[config.mk]
export PLATFORM = sky130hd
export DESIGN_NAME = torus_matmul
export DESIGN_NICKNAME = d
export VERILOG_FILES = /design/src/rtl/torus_pkg.sv /design/src/rtl/torus_seq.sv /design/src/rtl/torus_pe.sv /design/src/rtl/torus_matmul.sv
export SDC_FILE = /design/constraint.sdc
export NUM_CORES = 2
export LEC_CHECK = 0
export BUFFER_PORTS_ARGS = -buffer_cell sky130_fd_sc_hd__buf_2
export CORE_MARGIN = 1
export CORE_UTILIZATION = 55
export CTS_CLUSTER_DIAMETER = 50
export CTS_CLUSTER_SIZE = 16
export DETAILED_ROUTE_END_ITERATION = 10
export GPL_TIMING_DRIVEN = 0
export PLACE_DENSITY = 0.71
export SYNTH_ARGS = -nofsm -noshare
export SYNTH_HDL_FRONTEND = slang
export SYNTH_SLANG_ARGS = --single-unit
[constraint.sdc]
create_clock -name clk -period 14 [get_ports clk]
set_input_delay 0 -clock clk [delete_from_list [all_inputs] [get_ports clk]]
set_output_delay 0 -clock clk [all_outputs]
set_load 0.02 [all_outputs]
[src/rtl/torus_pkg.sv]
// Shared types for the torus matrix multiplier.
// Assumes: imported by the sequencer and the top module.
package torus_pkg;
    typedef enum logic [1:0] {
        ST_IDLE  = 2'd0,
        ST_ALIGN = 2'd1,
        ST_MAC   = 2'd2
    } seq_state_t;

    localparam logic SEL_A = 1'b0;
    localparam logic SEL_B = 1'b1;
endpackage

[src/rtl/torus_seq.sv]
// Run sequencer: accepts start when idle, then runs DIM-1 alignment steps
// followed by DIM multiply-accumulate rounds.
// Assumes: DIM >= 1. rot[k] enables a one-place rotation for row k of A and
// for column k of B, since both follow the same rule.
module torus_seq
    import torus_pkg::*;
#(
    parameter int DIM = 4
) (
    input  logic           clk,
    input  logic           rst_n,
    input  logic           start,
    output logic           busy,
    output logic           done,
    output logic           clr_acc,
    output logic           mac_en,
    output logic [DIM-1:0] rot
);
    localparam int SW         = $clog2(DIM + 1);
    localparam int ALIGN_LAST = (DIM > 1) ? DIM - 2 : 0;
    localparam int MAC_LAST   = DIM - 1;

    seq_state_t    state_q;
    logic [SW-1:0] step_q;
    logic          done_q;

    // State, step counter and the registered completion pulse.
    always_ff @(posedge clk) begin
        if (!rst_n) begin
            state_q <= ST_IDLE;
            step_q  <= '0;
            done_q  <= 1'b0;
        end else begin
            done_q <= 1'b0;
            case (state_q)
                ST_IDLE: begin
                    if (start) begin
                        step_q  <= '0;
                        state_q <= (DIM > 1) ? ST_ALIGN : ST_MAC;
                    end
                end
                ST_ALIGN: begin
                    if (step_q == SW'(ALIGN_LAST)) begin
                        step_q  <= '0;
                        state_q <= ST_MAC;
                    end else begin
                        step_q <= step_q + 1'b1;
                    end
                end
                ST_MAC: begin
                    if (step_q == SW'(MAC_LAST)) begin
                        step_q  <= '0;
                        state_q <= ST_IDLE;
                        done_q  <= 1'b1;
                    end else begin
                        step_q <= step_q + 1'b1;
                    end
                end
                default: state_q <= ST_IDLE;
            endcase
        end
    end

    // Per-lane rotation enable: a lane with index g rotates during alignment
    // steps 0..g-1, and every lane rotates in each compute round.
    for (genvar g = 0; g < DIM; g++) begin : g_rot
        assign rot[g] = (state_q == ST_MAC) ||
                        ((state_q == ST_ALIGN) && (SW'(g) > step_q));
    end

    // Decoded controls for the cell grid.
    assign busy    = (state_q != ST_IDLE);
    assign done    = done_q;
    assign clr_acc = (state_q == ST_IDLE) && start;
    assign mac_en  = (state_q == ST_MAC);
endmodule

[src/rtl/torus_pe.sv]
// One grid cell: holds an A element, a B element and a C accumulator.
// Assumes: a write has priority over a rotation, and a clear has priority
// over accumulation. The product uses the values held before the edge.
module torus_pe #(
    parameter int OPW = 8,
    parameter int CW  = 18
) (
    input  logic                  clk,
    input  logic                  rst_n,
    input  logic                  clr,
    input  logic                  mac_en,
    input  logic                  ld_a,
    input  logic                  ld_b,
    input  logic [OPW-1:0]        ld_data,
    input  logic                  rot_a,
    input  logic signed [OPW-1:0] a_nb,
    input  logic                  rot_b,
    input  logic signed [OPW-1:0] b_nb,
    output logic signed [OPW-1:0] a_q,
    output logic signed [OPW-1:0] b_q,
    output logic signed [CW-1:0]  c_q
);
    logic signed [2*OPW-1:0] prod;

    // Full-precision signed product of the held operands.
    assign prod = a_q * b_q;

    // A element: written from the port, or taken from the right-hand neighbour.
    always_ff @(posedge clk) begin
        if (!rst_n)     a_q <= '0;
        else if (ld_a)  a_q <= ld_data;
        else if (rot_a) a_q <= a_nb;
    end

    // B element: written from the port, or taken from the neighbour below.
    always_ff @(posedge clk) begin
        if (!rst_n)     b_q <= '0;
        else if (ld_b)  b_q <= ld_data;
        else if (rot_b) b_q <= b_nb;
    end

    // Accumulator: cleared by an accepted start, grows once per round.
    always_ff @(posedge clk) begin
        if (!rst_n)      c_q <= '0;
        else if (clr)    c_q <= '0;
        else if (mac_en) c_q <= c_q + CW'(prod);
    end
endmodule

[src/rtl/torus_matmul.sv]
// Top of the torus matrix multiplier: a DIM x DIM grid of cells on
// wraparound neighbour links, an addressed operand write port and a
// combinational result read.
// Assumes: addr = row*DIM + col. Writes are accepted only while idle.
module torus_matmul
    import torus_pkg::*;
#(
    parameter int DIM = 4,
    parameter int OPW = 8,
    localparam int AW = (DIM > 1) ? $clog2(DIM * DIM) : 1,
    localparam int CW = 2 * OPW + $clog2(DIM)
) (
    input  logic           clk,
    input  logic           rst_n,
    input  logic           wr_en,
    input  logic           wr_sel,
    input  logic [AW-1:0]  addr,
    input  logic [OPW-1:0] wr_data,
    input  logic           start,
    output logic           busy,
    output logic           done,
    output logic [CW-1:0]  rd_data
);
    localparam int NCELL = DIM * DIM;

    logic signed [OPW-1:0] a_w [DIM][DIM];
    logic signed [OPW-1:0] b_w [DIM][DIM];
    logic signed [CW-1:0]  c_w [DIM][DIM];
    logic [NCELL*CW-1:0]   c_all;
    logic [DIM-1:0]        rot;
    logic                  clr_acc;
    logic                  mac_en;
    logic                  wr_ok;

    // Writes land only while no run is in progress.
    assign wr_ok = wr_en && !busy;

    torus_seq #(.DIM(DIM)) seq_i (
        .clk     (clk),
        .rst_n   (rst_n),
        .start   (start),
        .busy    (busy),
        .done    (done),
        .clr_acc (clr_acc),
        .mac_en  (mac_en),
        .rot     (rot)
    );

    for (genvar i = 0; i < DIM; i++) begin : g_row
        for (genvar j = 0; j < DIM; j++) begin : g_col
            localparam int IDX = i * DIM + j;
            logic ld_a;
            logic ld_b;

            // Address decode for this cell's two operand registers.
            assign ld_a = wr_ok && (wr_sel == SEL_A) && (addr == AW'(IDX));
            assign ld_b = wr_ok && (wr_sel == SEL_B) && (addr == AW'(IDX));

            torus_pe #(.OPW(OPW), .CW(CW)) pe_i (
                .clk     (clk),
                .rst_n   (rst_n),
                .clr     (clr_acc),
                .mac_en  (mac_en),
                .ld_a    (ld_a),
                .ld_b    (ld_b),
                .ld_data (wr_data),
                .rot_a   (rot[i]),
                .a_nb    (a_w[i][(j + 1) % DIM]),
                .rot_b   (rot[j]),
                .b_nb    (b_w[(i + 1) % DIM][j]),
                .a_q     (a_w[i][j]),
                .b_q     (b_w[i][j]),
                .c_q     (c_w[i][j])
            );

            // Flattened result vector, one slice per cell.
            assign c_all[IDX*CW +: CW] = c_w[i][j];
        end
    end

    // Result read: select the addressed accumulator (zero when out of range).
    always_comb begin
        rd_data = '0;
        for (int k = 0; k < NCELL; k++) begin
            if (addr == AW'(k)) rd_data = c_all[k*CW +: CW];
        end
    end
endmodule

Word-level counts from Yosys, hierarchy flattened. Cells that the tools add are included.

Register bits: 550. Input bits: 17. Output and inout port bits: 20. Word-level logic and storage cells: 286.

Add/subtract/negate cells: 17. Multiply operators: 16. Magnitude comparators: 4. Equal/unequal tests: 22. Multiplexer cells: 89. Bitwise logic cells: 2. Reduce and logical (&&, ||, !) cells: 85.

Operators with widths (count): $mux W8 (64); $add A18 B16 Y18 (16); $mux W18 (16); $mul A8 B8 Y16 (16); $reduce_bool A2 Y1 (33); $logic_and A1 B1 Y1 (40); $eq A4 B4 Y1 const B (8); $eq A4 B3 Y1 const B (4); $mux W3 (3); $pmux W3 S3 (1); $eq A4 B2 Y1 const B (2); $eq A3 B2 Y1 const B (2); $gt A1 B3 Y1 const A (2); $gt A2 B3 Y1 const A (2); $mux W2 (3); $pmux W2 S3 (1); $eq A4 B1 Y1 const B (1); $logic_not A4 Y1 (1); $logic_or A1 B1 Y1 (4); $ne A2 B2 Y1 const B (2); $reduce_and A2 Y1 (2); $add A3 B1 Y3 const B (1); $reduce_and A3 Y1 (1); $reduce_bool A3 Y1 (1); other kinds (8) (9).

Depth between registers and ports, before layout.
Depth after elaboration: 17. Mapped depth: 19.

Modules after synthesis. Synthesis repeated with hierarchy kept, for this count alone.

Cell total of the unflattened synthesis: 8490. Area total of the unflattened synthesis: 78183.7 sq um.

Modules (own cells, without submodules): torus_pe at g_row[1].g_col[0].pe_i ... (instances 9, cells each 495, area an instance 4644.5 sq um); torus_pe at g_row[3].g_col[1].pe_i ... (instances 3, cells each 503, area an instance 4700.8 sq um); torus_pe at g_row[0].g_col[0].pe_i ... (instances 3, cells each 499, area an instance 4647.0 sq um); torus_pe at g_row[0].g_col[3].pe_i (instances 1, cells each 512, area an instance 4698.3 sq um); torus_matmul (instances 1, cells each 467, area an instance 3180.6 sq um); torus_seq (instances 1, cells each 50, area an instance 461.7 sq um).

Least setup slack after synthesis. OpenSTA, ideal clock, no wires.

Kind: flip-flop to flip-flop. Start: register g_row[0].g_col[2].pe_i.b_q[0]. End: register g_row[0].g_col[2].pe_i.c_q[14]. Setup time: 0.117 ns. Data arrival time: 4.987 ns. Setup slack: 8.895 ns. Stages on the path, launching flop included: 16. Clock period less this slack: 5.105 ns. Path through: dfxtp_1 -> clkbuf_1 -> and2_1 -> inv_1 -> fa_1 -> inv_1 -> fa_1 -> fa_1 -> fa_1 -> fa_1 -> ha_1 -> o21a_1 -> o21a_1 -> o21a_1 -> or3_1 -> a32o_1.

Cells in the longest elaborated chain, start to end: 2.

Ends and longest elaborated chain: start: declaration (line torus_pe.sv:20) `output logic signed [OPW-1:0] b_q,`; start signal: assignment (line torus_pe.sv:38) `else if (ld_b) b_q <= ld_data;`; start signal: assignment (line torus_pe.sv:39) `else if (rot_b) b_q <= b_nb;`; $mul A8 B8 Y16 (line torus_pe.sv:26) `assign prod = a_q * b_q;`; $add A18 B16 Y18 (line torus_pe.sv:46) `else if (mac_en) c_q <= c_q + CW'(prod);`; end signal: assignment (line torus_pe.sv:46); end: declaration (line torus_pe.sv:21) `output logic signed [CW-1:0] c_q`.

No other way between the ends. A chain may end at the register's enable or synchronous reset.

Worst setup path in the final report.
Start: register g_row[1].g_col[0].pe_i.a_q[7]. End: register g_row[1].g_col[0].pe_i.c_q[14].

Cells in the longest elaborated chain, start to end: 2.

Ends and longest elaborated chain: start: declaration (line torus_pe.sv:19) `output logic signed [OPW-1:0] a_q,`; start signal: assignment (line torus_pe.sv:31) `else if (ld_a) a_q <= ld_data;`; start signal: assignment (line torus_pe.sv:32) `else if (rot_a) a_q <= a_nb;`; $mul A8 B8 Y16 (line torus_pe.sv:26); $add A18 B16 Y18 (line torus_pe.sv:46); end signal: assignment (line torus_pe.sv:46); end: declaration (line torus_pe.sv:21).

No other way between the ends.

==> flow_metrics.env <==
export IMPL_status="finished, violations left"
export IMPL_violations="max-capacitance violations, max-slew violations"
export IMPL_synthXorXnorAreaFrac=0.03079
export IMPL_grt_pass1_wl_um=412100
export IMPL_final_util=0.5971
export IMPL_drcViolationCount=0
export IMPL_initialDrtViolationCount=6325
export IMPL_row_count=137
export IMPL_crit_chain="clkbuf_1 > and2_1 > inv_1 > fa_1 > inv_1 > fa_1 > fa_1 > fa_1 > fa_1 > ha_1 > a21oi_1 > o211ai_1 > a221oi_1 > xnor2_1 > a22o_1"
export IMPL_yosysTopAreaCellShare=0.3299
export IMPL_portBuffers=35
export IMPL_p_sw_frac=0.3909
export IMPL_area_growth_pct=7.541
export IMPL_grt_pass1_vias=62630
export IMPL_synth_fa_ha_area_frac=0.4395
export IMPL_wl_met1_um=106500
export IMPL_synth_compound_area_frac=0.1051
export IMPL_avgViaCountPerCell=5.994
export IMPL_drt_pass1_iter_count=10
export IMPL_holdCritStartpoint="start"
export IMPL_top_layer="met5"
export IMPL_yosys_area_top_type="fa_1"
export IMPL_post_cts_setup_buffer_count=0
export IMPL_cap_violations=3
export IMPL_setup_viol=0
export IMPL_cts_resized=0
export IMPL_clock_latency_ps=710
export IMPL_yosys_top_cells_area="fa_1 (33%), dfxtp_1 (14%), ha_1 (11%), inv_1 (6.8%), mux2i_1 (5.4%)"
export IMPL_crit_path_end_kind="flop"
export IMPL_hold_path_class="input port to flop"
export IMPL_ys_seq_elements=550
export IMPL_fill_cells=12220
export IMPL_crit_arrival_ps=6790
export IMPL_max_stage_delay_ps=810
export IMPL_clock_path_buffers=3
export IMPL_ys_types=74
export IMPL_hold_end="seq_i.step_q[1]"
export IMPL_numClockSinks=550
export IMPL_period_share=0.4441
export IMPL_ctsHoldBuffers=8
export IMPL_dieArea_um2=142700
export IMPL_cpMostUsedCell="fa_1"
export IMPL_rsz0062_at_grt="no"
export IMPL_synth_nets=10280
export IMPL_cts_made_buffers=85
export IMPL_initial_core_util=0.5552
export IMPL_gp_congestion=1.057
export IMPL_ios=37
export IMPL_r2r_end="g_row[1].g_col[0].pe_i.c_q[14]"
export IMPL_p_int_w=0.003455
export IMPL_cellPowerDensity_nw_per_um2=67.92
export IMPL_post_dp_cell_area_um2=80230
export IMPL_synth_edff_count=0
export IMPL_overflow=0
export IMPL_drive_above_1_share=0.04271
export IMPL_detail_route_antenna_nets=0
export IMPL_worstSetupPathType="flop to flop"
export IMPL_tritoncts="yes"
export IMPL_rrSetupSlack_ps=7780
export IMPL_syn_inst=8298
export IMPL_netlist_area_um2=77660
export IMPL_synth_mux_area_frac=0.06224
export IMPL_synth_simple_area_share=0.1270
export IMPL_finish_instance_area_um2=83520
export IMPL_multiInputGateArea_um2=59390
export IMPL_grt_max_degree=17
export IMPL_synth_ff_type="dfxtp_1"
export IMPL_clk_pin_slew_worst_paths_ps=60
export IMPL_power_leakage_nw=46.77
export IMPL_core_area_um2=139900
export IMPL_dr_wl_met3_um=36170
export IMPL_power_frac_comb=0.293
export IMPL_seq_area_frac_synth=0.1418
export IMPL_root_buffer="clkbuf_16"
export IMPL_avgSynthCellArea_um2=9.359
export IMPL_htreeDepth=3
export IMPL_fin_setup_tns_ps=0
export IMPL_grt_usage=0.3992
export IMPL_hold_viol=0
export IMPL_cp_slowest_cell="clkbuf_1"
export IMPL_nets=10410
export IMPL_die_width_um=377.8
export IMPL_routed_wirelength_um=279400
export IMPL_vias=62380
export IMPL_ff_latch_area_um2=11010
export IMPL_die_h_um=377.8
export IMPL_fin_skew_ps=44.35
export IMPL_wire_per_inst_um=26.85
export IMPL_crit_required_ps=14570
export IMPL_drv_slew=33
export IMPL_share_seq_of_total_power=0.291
export IMPL_r2r_start="g_row[1].g_col[0].pe_i.a_q[7]"
export IMPL_wl_met2_um=117000
export IMPL_synth_async_sr_flop_share=0
export IMPL_crit_path_start_kind="flop"
export IMPL_mostFrequentLayoutCells="inv_1 (1417), fa_1 (1280), nand2_1 (850)"
export IMPL_antenna_found_initial=27
export IMPL_synth_top_family_by_area="adder cells"
export IMPL_maxSlewHeadroom=-0.09609
export IMPL_hold_depth=5
export IMPL_ir_drop_mv=0.1108
export IMPL_tightestPinTransition_ps=1644
export IMPL_p_switching_w=0.002218
export IMPL_reg2regPathDepth=15
export IMPL_hpwl_um=228900
export IMPL_min_period_ps=6217
export IMPL_final_common_cell="inv_1"
export IMPL_worstPathMaxFanout=11
export IMPL_max_freq_mhz=160.8
export IMPL_pwr_share_clk=0.417
export IMPL_ys_warnings_count=0
==> flip-flops by register name, indices dropped and copies added (netlist names) <==
name                  cells
g_row.g_col.pe_i.c_q    288
g_row.g_col.pe_i.a_q    128
g_row.g_col.pe_i.b_q    128
seq_i.step_q              3
seq_i.state_q             2
seq_i.done                1
==> Yosys cell counts (all sizes together), types with 4 or more instances <==
cell type and n:
o22ai 34, and3 8, mux4 14, or3 18, a222oi 7, nor2b 111, buf 95, dfxtp 550
a21o 70, a21boi 19, nand4b 12, xor2 44, o21ai 202, o21bai 52, o21a 54, o211ai 19
a221oi 7, xnor2 229, nor3 58, fa 1280, a22oi 17, a22o 13, mux2 27, nand4 5
nor2 314, nor4 17, nand2b 42, a32oi 4, o211a 269, ha 680, clkbuf 374, inv 1417
a211oi 76, and2 550, nand3 49, a41oi 10, nand2 851, a21oi 181, mux2i 421, o221ai 29
a32o 9, a31oi 25
==> worst max-delay path, delay by kind of cell (launching register included) <==
| family | cells | cell delay (ps) |
|---|---|---|
| fa+ha+maj | 6 | 2830 |
| compound gates | 4 | 1040 |
| buf+inv | 3 | 990 |
| simple gates | 1 | 740 |
| flops | 1 | 310 |
| xor+xnor | 1 | 150 |
==> layer usage <==
metal | global-route usage | vias up
met5 | 0 | -
met4 | 0.2353 | 16
met3 | 0.1364 | 823
met2 | 0.5843 | 3397
met1 | 0.5102 | 31480
li1 | - | 26670
==> through the flow <==
stage,setup WS (ps),hold slack (ps),std cells,total power (W)
after global placement,7958,388.1,10210,0.003220
after CTS,7855,33.52,10380,0.005557
after detailed placement,7929,395.1,10210,0.003236
after global routing,7468,93.25,10380,0.005725
final,7783,51.02,10410,0.005673
after floorplan,8895,156.1,8298,0.002559
==> final cells by class <==
class / count / share of cell area
repair buffers: 45 / 0.003476
diodes: 32 / 0.0009588
clock inverters: 60 / 0.009782
multi-input cells: 5861 / 0.7110
well taps: 1876 / 0.02810
clock buffers: 97 / 0.02733
flip-flops and latches: 550 / 0.1318
inverters: 1418 / 0.06373
plain buffers: 469 / 0.02376
==> power by group through the flow <==
stage               clock network, W  registers, W  logic [W]
finish                       0.00236       0.00165    0.00166
global route                 0.00240       0.00165    0.00167
CTS                          0.00234       0.00165    0.00157
detailed placement                 0       0.00168    0.00156
global placement                   0       0.00168    0.00154
floorplan                          0       0.00165   0.000905
==> cell families after synthesis <==
group / Yosys count
buffers and inverters: 1887
AOI/OAI and AO/OA: 1115
and+or+nand+nor: 2051
muxes: 462
DFF: 550
adders and majority gates: 1960
xor gates and xnor gates: 273
==> worst max path at each step <==
stage / from / to / slack (ps) / depth (start not counted)
floorplan: g_row[0].g_col[2].pe_i.b_q[0] / g_row[0].g_col[2].pe_i.c_q[14] / 8900 / 15
global placement: g_row[1].g_col[0].pe_i.a_q[7] / g_row[1].g_col[0].pe_i.c_q[15] / 7960 / 16
detailed placement: g_row[1].g_col[0].pe_i.a_q[7] / g_row[1].g_col[0].pe_i.c_q[15] / 7930 / 16
CTS: g_row[1].g_col[0].pe_i.a_q[7] / g_row[1].g_col[0].pe_i.c_q[15] / 7860 / 16
global route: g_row[1].g_col[0].pe_i.a_q[7] / g_row[1].g_col[0].pe_i.c_q[15] / 7470 / 16
finish: g_row[1].g_col[0].pe_i.a_q[7] / g_row[1].g_col[0].pe_i.c_q[14] / 7780 / 15
Note: power is estimated with default switching activity, not from simulation.
